`src/rtl/tw_pkg.sv`:
```
package tw_pkg;
  // Register word indexes (byte offset / 4)
  localparam int W_CTL0  = 0;
  localparam int W_CNT0  = 4;
  localparam int W_MASK  = 8;
  localparam int W_STS   = 9;
  localparam int W_WDDEF = 10;
  localparam int W_WDCTL = 11;
  localparam int W_PLEN  = 12;
  localparam int W_SWRST = 13;
  localparam int W_CAUSE = 14;

  // Watchdog key words
  localparam logic [31:0] KEY_GO1   = 32'h0000_FF00;
  localparam logic [31:0] KEY_GO2   = 32'h0000_00FF;
  localparam logic [31:0] KEY_HALT1 = 32'h0000_EE00;
  localparam logic [31:0] KEY_HALT2 = 32'h0000_00EE;

  typedef enum logic [1:0] {
    SEQ_IDLE,
    SEQ_GO,
    SEQ_HALT
  } tw_seq_e;
endpackage

```
`src/rtl/tw_chan.sv`:
```
module tw_chan #(
  parameter int CNT_W = 30
) (
  input  logic             clk,
  input  logic             rst_n,
  input  logic             ld_i,
  input  logic             halt_i,
  input  logic             clr_i,
  input  logic [CNT_W-1:0] ld_val_i,
  output logic [CNT_W-1:0] cnt_o,
  output logic             run_o,
  output logic             exp_o
);
  logic [CNT_W-1:0] cnt_q, cnt_d;
  logic             run_q, run_d;
  logic             exp_c;

  always_comb begin
    cnt_d = cnt_q;
    run_d = run_q;
    exp_c = 1'b0;
    if (ld_i) begin
      cnt_d = ld_val_i;
      run_d = 1'b1;
    end else if (halt_i) begin
      run_d = 1'b0;
      if (clr_i) cnt_d = '0;
    end else if (run_q) begin
      if (cnt_q <= CNT_W'(1)) begin
        cnt_d = '0;
        run_d = 1'b0;
        exp_c = 1'b1;
      end else begin
        cnt_d = cnt_q - CNT_W'(1);
      end
    end
  end

  always_ff @(posedge clk or negedge rst_n) begin
    if (!rst_n) begin
      cnt_q <= '0;
      run_q <= 1'b0;
    end else begin
      cnt_q <= cnt_d;
      run_q <= run_d;
    end
  end

  assign cnt_o = cnt_q;
  assign run_o = run_q;
  assign exp_o = exp_c;

  AST_CNT_STEP: assert property (@(posedge clk) disable iff (!rst_n)
    (run_q && !ld_i && !halt_i && cnt_q > CNT_W'(1)) |=> (cnt_q == $past(cnt_q) - CNT_W'(1)));

  AST_HALT_AT_ZERO: assert property (@(posedge clk) disable iff (!rst_n)
    (exp_c && !ld_i) |=> (!run_q && cnt_q == '0));

  AST_HALT_KEEPS: assert property (@(posedge clk) disable iff (!rst_n)
    (halt_i && !ld_i && !clr_i) |=> (!run_q && $stable(cnt_q)));
endmodule

```
`src/rtl/tw_wdog.sv`:
```
module tw_wdog
  import tw_pkg::*;
#(
  parameter int          WD_W    = 32,
  parameter int          PULSE_W = 16,
  parameter logic [WD_W-1:0] CNT_INIT = '0
) (
  input  logic               clk,
  input  logic               rst_n,
  input  logic               any_wr_i,
  input  logic               ctl_wr_i,
  input  logic [31:0]        wdata_i,
  input  logic [WD_W-1:0]    def_i,
  input  logic [PULSE_W-1:0] plen_i,
  output logic [WD_W-1:0]    cnt_o,
  output logic               exp_o,
  output logic               rst_req_o
);
  tw_seq_e            seq_q, seq_d;
  logic [WD_W-1:0]    cnt_q, cnt_d;
  logic               run_q, run_d;
  logic [PULSE_W-1:0] pcnt_q, pcnt_d;
  logic               go_c, halt_c, exp_c;

  // Key sequence tracker
  always_comb begin
    seq_d  = seq_q;
    go_c   = 1'b0;
    halt_c = 1'b0;
    if (any_wr_i) begin
      seq_d = SEQ_IDLE;
      if (ctl_wr_i) begin
        if (seq_q == SEQ_GO && wdata_i == KEY_GO2)
          go_c = 1'b1;
        else if (seq_q == SEQ_HALT && wdata_i == KEY_HALT2)
          halt_c = 1'b1;
        else if (wdata_i == KEY_GO1)
          seq_d = SEQ_GO;
        else if (wdata_i == KEY_HALT1)
          seq_d = SEQ_HALT;
      end
    end
  end

  // Counter and pulse stretcher
  always_comb begin
    cnt_d  = cnt_q;
    run_d  = run_q;
    exp_c  = 1'b0;
    pcnt_d = pcnt_q;
    if (halt_c) begin
      cnt_d = def_i;
      run_d = 1'b0;
    end else if (go_c) begin
      run_d = 1'b1;
    end else if (run_q) begin
      if (cnt_q <= WD_W'(1)) begin
        cnt_d = def_i;
        run_d = 1'b0;
        exp_c = 1'b1;
      end else begin
        cnt_d = cnt_q - WD_W'(1);
      end
    end
    if (exp_c)
      pcnt_d = (plen_i == '0) ? PULSE_W'(1) : plen_i;
    else if (pcnt_q != '0)
      pcnt_d = pcnt_q - PULSE_W'(1);
  end

  always_ff @(posedge clk or negedge rst_n) begin
    if (!rst_n) begin
      seq_q  <= SEQ_IDLE;
      cnt_q  <= CNT_INIT;
      run_q  <= 1'b0;
      pcnt_q <= '0;
    end else begin
      seq_q  <= seq_d;
      cnt_q  <= cnt_d;
      run_q  <= run_d;
      pcnt_q <= pcnt_d;
    end
  end

  assign cnt_o     = cnt_q;
  assign exp_o     = exp_c;
  assign rst_req_o = (pcnt_q != '0);

  AST_START_KEYED: assert property (@(posedge clk) disable iff (!rst_n)
    $rose(run_q) |-> $past(seq_q == SEQ_GO && ctl_wr_i && wdata_i == KEY_GO2));

  AST_HALT_RELOAD: assert property (@(posedge clk) disable iff (!rst_n)
    halt_c |=> (!run_q && cnt_q == $past(def_i)));

  AST_EXPIRE_STOPS: assert property (@(posedge clk) disable iff (!rst_n)
    exp_c |=> (!run_q && cnt_q == $past(def_i) && rst_req_o));

  AST_PULSE_SOURCE: assert property (@(posedge clk) disable iff (!rst_n)
    $rose(rst_req_o) |-> $past(exp_c));
endmodule

```
`src/rtl/tw_cause.sv`:
```
module tw_cause (
  input  logic       clk,
  input  logic       rst_n,
  input  logic       hw_set_i,
  input  logic       sw_set_i,
  input  logic       pcie_set_i,
  input  logic       clr_wr_i,
  input  logic [3:0] clr_mask_i,
  output logic [3:0] flags_o
);
  // flags: [3] power-on, [2] hardware, [1] software, [0] PCIe
  logic [3:0] flags_q, flags_d;
  logic [3:0] clr_c;

  always_comb begin
    clr_c   = clr_wr_i ? clr_mask_i : 4'b0000;
    flags_d = (flags_q & ~clr_c) | {1'b0, hw_set_i, sw_set_i, pcie_set_i};
  end

  always_ff @(posedge clk or negedge rst_n) begin
    if (!rst_n) flags_q <= 4'b1000;
    else        flags_q <= flags_d;
  end

  assign flags_o = flags_q;

  AST_CAUSE_STICKY: assert property (@(posedge clk) disable iff (!rst_n)
    !clr_wr_i |=> ((flags_q & $past(flags_q)) == $past(flags_q)));
endmodule

```
`src/rtl/tmr_wdog.sv`:
```
module tmr_wdog
  import tw_pkg::*;
#(
  parameter int N_TMR   = 4,
  parameter int CNT_W   = 30,
  parameter int WD_W    = 32,
  parameter int PULSE_W = 16,
  parameter int ADDR_W  = 6,
  parameter logic [WD_W-1:0]    WD_DEF_INIT = 32'h0000_0100,
  parameter logic [PULSE_W-1:0] PULSE_INIT  = 16'd4
) (
  input  logic              clk,
  input  logic              rst_n,
  input  logic [ADDR_W-1:0] bus_addr,
  input  logic              bus_we,
  input  logic [31:0]       bus_wdata,
  output logic [31:0]       bus_rdata,
  input  logic              hw_rst_evt,
  input  logic              pcie_rst_evt,
  output logic              irq,
  output logic              wd_rst_req,
  output logic              sw_rst_req
);
  localparam int WORD_W = ADDR_W - 2;
  localparam int STS_W  = N_TMR + 1;

  logic [WORD_W-1:0] word;
  logic              unused_addr_lsb;
  assign word            = bus_addr[ADDR_W-1:2];
  assign unused_addr_lsb = ^bus_addr[1:0];

  logic wr_mask, wr_sts, wr_def, wr_wdctl, wr_plen, wr_swrst, wr_cause;
  assign wr_mask  = bus_we && (word == WORD_W'(W_MASK));
  assign wr_sts   = bus_we && (word == WORD_W'(W_STS));
  assign wr_def   = bus_we && (word == WORD_W'(W_WDDEF));
  assign wr_wdctl = bus_we && (word == WORD_W'(W_WDCTL));
  assign wr_plen  = bus_we && (word == WORD_W'(W_PLEN));
  assign wr_swrst = bus_we && (word == WORD_W'(W_SWRST));
  assign wr_cause = bus_we && (word == WORD_W'(W_CAUSE));

  // Timer channels
  logic [CNT_W-1:0] ldv_q [N_TMR];
  logic [CNT_W-1:0] t_cnt [N_TMR];
  logic [N_TMR-1:0] t_run, t_exp;

  for (genvar i = 0; i < N_TMR; i++) begin : g_chan
    logic ctl_wr;
    assign ctl_wr = bus_we && (word == WORD_W'(W_CTL0 + i));

    always_ff @(posedge clk or negedge rst_n) begin
      if (!rst_n)      ldv_q[i] <= '0;
      else if (ctl_wr) ldv_q[i] <= bus_wdata[CNT_W-1:0];
    end

    tw_chan #(.CNT_W(CNT_W)) u_chan (
      .clk      (clk),
      .rst_n    (rst_n),
      .ld_i     (ctl_wr && bus_wdata[31]),
      .halt_i   (ctl_wr && !bus_wdata[31]),
      .clr_i    (bus_wdata[30]),
      .ld_val_i (bus_wdata[CNT_W-1:0]),
      .cnt_o    (t_cnt[i]),
      .run_o    (t_run[i]),
      .exp_o    (t_exp[i])
    );
  end

  // Watchdog
  logic [WD_W-1:0]    def_q;
  logic [PULSE_W-1:0] plen_q;
  logic [WD_W-1:0]    wd_cnt;
  logic               wd_exp;

  always_ff @(posedge clk or negedge rst_n) begin
    if (!rst_n) begin
      def_q  <= WD_DEF_INIT;
      plen_q <= PULSE_INIT;
    end else begin
      if (wr_def)  def_q  <= bus_wdata[WD_W-1:0];
      if (wr_plen) plen_q <= bus_wdata[PULSE_W-1:0];
    end
  end

  tw_wdog #(.WD_W(WD_W), .PULSE_W(PULSE_W), .CNT_INIT(WD_DEF_INIT)) u_wdog (
    .clk       (clk),
    .rst_n     (rst_n),
    .any_wr_i  (bus_we),
    .ctl_wr_i  (wr_wdctl),
    .wdata_i   (bus_wdata),
    .def_i     (def_q),
    .plen_i    (plen_q),
    .cnt_o     (wd_cnt),
    .exp_o     (wd_exp),
    .rst_req_o (wd_rst_req)
  );

  // Mask, status, software reset
  logic [N_TMR-1:0] mask_q, mask_d;
  logic [STS_W-1:0] sts_q, sts_d;
  logic             swreq_d, swreq_q;

  always_comb begin
    mask_d  = wr_mask ? bus_wdata[N_TMR-1:0] : mask_q;
    sts_d   = (sts_q & ~(wr_sts ? bus_wdata[STS_W-1:0] : STS_W'(0))) | {wd_exp, t_exp};
    swreq_d = wr_swrst && bus_wdata[0];
  end

  always_ff @(posedge clk or negedge rst_n) begin
    if (!rst_n) begin
      mask_q  <= '0;
      sts_q   <= '0;
      swreq_q <= 1'b0;
    end else begin
      mask_q  <= mask_d;
      sts_q   <= sts_d;
      swreq_q <= swreq_d;
    end
  end

  assign sw_rst_req = swreq_q;
  assign irq        = (|(sts_q[N_TMR-1:0] & mask_q)) | sts_q[N_TMR];

  // Reset cause
  logic [3:0] cause;
  tw_cause u_cause (
    .clk        (clk),
    .rst_n      (rst_n),
    .hw_set_i   (hw_rst_evt || wd_exp),
    .sw_set_i   (swreq_d),
    .pcie_set_i (pcie_rst_evt),
    .clr_wr_i   (wr_cause),
    .clr_mask_i (bus_wdata[31:28]),
    .flags_o    (cause)
  );

  // Read mux
  always_comb begin
    bus_rdata = '0;
    for (int i = 0; i < N_TMR; i++) begin
      if (word == WORD_W'(W_CTL0 + i)) begin
        bus_rdata[31]        = t_run[i];
        bus_rdata[CNT_W-1:0] = ldv_q[i];
      end
      if (word == WORD_W'(W_CNT0 + i))
        bus_rdata[CNT_W-1:0] = t_cnt[i];
    end
    case (word)
      WORD_W'(W_MASK):  bus_rdata[N_TMR-1:0]   = mask_q;
      WORD_W'(W_STS):   bus_rdata[STS_W-1:0]   = sts_q;
      WORD_W'(W_WDDEF): bus_rdata[WD_W-1:0]    = def_q;
      WORD_W'(W_WDCTL): bus_rdata[WD_W-1:0]    = wd_cnt;
      WORD_W'(W_PLEN):  bus_rdata[PULSE_W-1:0] = plen_q;
      WORD_W'(W_CAUSE): bus_rdata[31:28]       = cause;
      default: ;
    endcase
  end

  AST_STS_STICKY: assert property (@(posedge clk) disable iff (!rst_n)
    !wr_sts |=> (($past(sts_q) & ~sts_q) == '0));

  AST_WD_IRQ: assert property (@(posedge clk) disable iff (!rst_n)
    $past(wd_exp) |-> irq);

  AST_SW_FROM_WRITE: assert property (@(posedge clk) disable iff (!rst_n)
    sw_rst_req |-> $past(wr_swrst && bus_wdata[0]));
endmodule

```
`config.mk`:
```
export PLATFORM = sky130hd
export DESIGN_NAME = tmr_wdog
export DESIGN_NICKNAME = d
export VERILOG_FILES = /design/src/rtl/tw_pkg.sv /design/src/rtl/tw_chan.sv /design/src/rtl/tw_wdog.sv /design/src/rtl/tw_cause.sv /design/src/rtl/tmr_wdog.sv
export SDC_FILE = /design/constraint.sdc
export NUM_CORES = 1
export LEC_CHECK = 0
export BUFFER_PORTS_ARGS = -buffer_cell sky130_fd_sc_hd__buf_2
export CAP_MARGIN = 5
export CORE_ASPECT_RATIO = 0.8
export CORE_UTILIZATION = 25
export CTS_CLUSTER_DIAMETER = 40
export CTS_CLUSTER_SIZE = 40
export DETAILED_ROUTE_END_ITERATION = 7
export PLACE_DENSITY = 0.35
export SYNTH_ARGS = -nofsm -noshare
export SYNTH_HDL_FRONTEND = slang
export SYNTH_HIERARCHICAL = 1
export SYNTH_SLANG_ARGS = --single-unit
export TNS_END_PERCENT = 30
```
`constraint.sdc`:
```
create_clock -name clk -period 3.8 [get_ports clk]
set_input_delay 0 -clock clk [delete_from_list [all_inputs] [get_ports clk]]
set_output_delay 0 -clock clk [all_outputs]
set_load 0.01 [all_outputs]
```
==> results.toml <==
[outcome]
outcome = "finished, final reports clean"

[routing]
wire_per_inst_um = 29.2
wirelength_um = 108000
drcViolationCount = 0
drt_first_pass_iters = 8
vias_per_cell = 5.65
vias = 20800
dr.first_iter.drc_count = 1916
drtAntennaViolNets = 0

[setup_path]
required_ns = 4.31
crit_path_end_kind = "flip-flop"
reg2reg_slack_ns = 0.74
timing.rr.start = "g_chan[1].u_chan/cnt_o[25]"
cp_max_fo = 4
critPathBufInv = 4
critPathMaxStageDelay_ns = 1.13
startpoint_type = "input pin"
critPathArrivalTime_ns = 4.18
critPathTopFamily = "simple AND/OR/NAND/NOR gates"
reg2reg_depth = 5
path_cells = "dlygate4sd3_1 > buf_2 > nor4_2 > nand3_1 > nor4b_1 > buf_4 > inv_1 > nor2_1 > a21oi_1 > or2_2 > a21o_1"
cpMaxStageDelayCell = "nor4b_1"
rr_endpoint = "g_chan[1].u_chan/cnt_o[4]"
critPathKind = "in -> reg"

[floorplan]
start_util_pct = 25.4
ios = 78
dieHeight_um = 269
core_mm2 = 0.0879
num_rows = 97
die_x_um = 336
die_area_mm2 = 0.0904

[cells_and_area]
syn2layout_area_growth_pct = 24.2
fin_nets = 2471
fillers = 9112
design_area_mm2 = 0.0277
layout-drive-gt1-share_pct = 24.2
fin_util_pct = 31.5

[placed_design]
placed_cell_area_mm2 = 0.0242
place.gp.congestion = 0.867
port_buffers = 75
dpl.hpwl_um = 76600

[timing]
fin_skew_ns = 0.0232
fin_crit_sh_pct = 96.5
finalSetupTns_ns = 0
tightest_slew_ns = 1.23
max_slew_margin_pct = 16.9
finalSetupViolCount = 0
hold_viol_final = 0
fmax_mhz = 273
drv_slew = 0
min_period_ns = 3.67
rsz0062_at_grt = "no"

[clock_network]
path_clk_slew_ns = 0.04
cts_buffer_depth = 3
cts_num_sinks = 357
cts_root_buf = "clkbuf_16"
htreeDepth = 3
cts_buffers = 88
post_cts_buffers = 0
ctsHoldBuffers = 33
tritoncts = "yes"
clkLatencyLatePin_ns = 0.64
cts_resized = 0

[synthesis]
synth_cells = 2270
syn-cell-area_mm2 = 0.0223
syn_area_per_cell_um2 = 9.82
synth_cell_types = 107
seq_area_frac_synth_pct = 40.1
synth_warnings = 6
syn-num-nets = 2324
synthFlopType = "dfrtp_1"
synth_edf_count = 0
async_flop_share_pct = 100
ys_ff_latch = 357

[hold_path]
hold_path.class = "in -> reg"
worstHoldStart = "bus_wdata[3]"
whs_endpoint = "sts_q[3]"
hold_path_depth = 4

[power]
swShare_pct = 31.0
p_total_mw = 16.1
pwr-share-clk_pct = 50.0
irDropWorstVdd_mv = 0.275
power.switching_mw = 4.99
p_comb_share_pct = 16.4
power_frac_seq_pct = 33.6
leakagePower_nw = 11.2
p_per_area_mw_per_mm2 = 582
p_int_mw = 11.1

[grt]
grt-busiest-layer = "met1"
antenna_found_initial = 8
grt_max_degree = 84
grt_pass1_vias = 20200
grt-ovfl-total = 0
met2_usage_pct = 34.0
gr-usage-met3_pct = 4.61
gr-usage-met1_pct = 36.2
track_usage_pct = 23.8
grt_pass1_wl_um = 154000

[flow_run]
max_cap_viol_count = 0
## kinds of logic after synthesis
family	count (synthesis)	share of synthesized area, %
AOI/OAI and AO/OA	632	21.1
DFF	357	40.1
adders and majority gates	11	0.617
buffers and inverters	236	5.66
and+or+nand+nor	783	20.0
xor gates and xnor gates	12	0.471
muxes	239	12.0
## layout make-up
class | count | area, um2 | area share, %
Multi-Input combinational cell | 1677 | 12200 | 44.0
Sequential cell | 357 | 8940 | 32.3
Clock buffer | 124 | 2580 | 9.32
Timing Repair Buffer | 217 | 1610 | 5.83
Tap cell | 1188 | 1490 | 5.37
Clock inverter | 40 | 579 | 2.09
Inverter | 76 | 285 | 1.03
Antenna cell | 6 | 15.0 | 0.0542
## cells in the mapped netlist (19+ instances only)
cell,number,share of area [%]
nor3_1,47,1.1
or3_1,27,0.76
o211ai_1,51,1.7
mux2_2,142,7.2
a211oi_1,19,0.64
buf_2,64,1.4
nand2_1,181,3.0
clkbuf_1,50,0.84
a21oi_1,79,1.8
o2bb2ai_1,21,0.83
a21o_1,26,0.88
mux2_1,39,2.0
or4_1,32,1.1
nand4_1,44,1.2
o21ai_0,84,1.9
a222oi_1,20,0.90
nor4_1,41,1.2
dfrtp_1,353,40
nand3_1,99,2.2
nor2b_1,24,0.67
mux2i_1,53,2.4
inv_1,76,1.3
nor2_1,104,1.8
nand2b_1,39,1.1
a22oi_1,85,2.9
## flip-flops by register name, summed over array words and instances (netlist names), 5 cells and up
signal / count
ldv_q: 120
g_chan.u_chan/cnt_o: 120
u_wdog/cnt_o: 32
def_q: 32
plen_q: 16
u_wdog/pcnt_q: 16
sts_q: 5
## worst register-to-register path, delay by kind of cell, from the launching register on
kind | cells | cell delay (ns)
AOI/OAI and AO/OA | 3 | 1.18
and+or+nand+nor | 2 | 1.27
DFF | 1 | 0.47
## power groups by stage
stage	Sequential, mW	Combinational (mW)	Clock [mW]
global placement	5.42	2.57	0
floorplan	4.98	1.71	0
detailed placement	5.44	2.60	0
CTS	5.38	2.64	8.21
finish	5.41	2.64	8.06
global route	5.49	2.88	8.40
## metal layers
metal | routed length [um] | up-vias
met4 | 2280 | 2
met2 | 44900 | 804
met5 | 13 | -
met3 | 7280 | 130
met1 | 53200 | 10800
li1 | - | 9108
## per-stage QoR
step                worst slack [ns]  hold slack (ns)  std cells
finish                         0.133           0.0339       3685
global route                  0.0784           0.0400       3679
CTS                            0.139          0.00371       3679
detailed placement            0.0321           0.0865       3482
global placement              -0.609           0.0884       3482
floorplan                       1.30           -0.296       2270
## how the worst max path moves through the flow
stage | start | end | slack (ns) | cells after the start
4_1_cts | bus_wdata[17] | u_cause/flags_o[2] | 0.14 | 11
3_5_place_dp | bus_wdata[17] | u_cause/flags_o[2] | 0.03 | 10
5_1_grt | bus_wdata[13] | u_wdog/cnt_o[11] | 0.08 | 9
2_1_floorplan | u_wdog/cnt_o[22] | u_wdog/pcnt_q[12] | 1.30 | 7
3_3_place_gp | bus_wdata[17] | u_cause/flags_o[2] | -0.61 | 10
6_report | bus_wdata[17] | u_cause/flags_o[2] | 0.13 | 11
## cell usage in the layout, fill, tap and decap left out, drive strengths merged, types with 20 or more instances in the layout
master	instances
nand2b	39
a22oi	86
o2bb2ai	21
a222oi	20
o211ai	53
a21o	26
nand3	100
nor3	55
buf	184
clkbuf	124
nor2	109
dfrtp	353
clkinv	20
nor2b	25
or3	31
inv	81
dlygate4sd3	33
mux2i	53
nor4	51
o311ai	20
nand2	182
mux2	181
or4	42
a2bb2oi	30
nand4	46
o21ai	101
a21oi	91
Note: power is estimated with default switching activity, not from simulation.
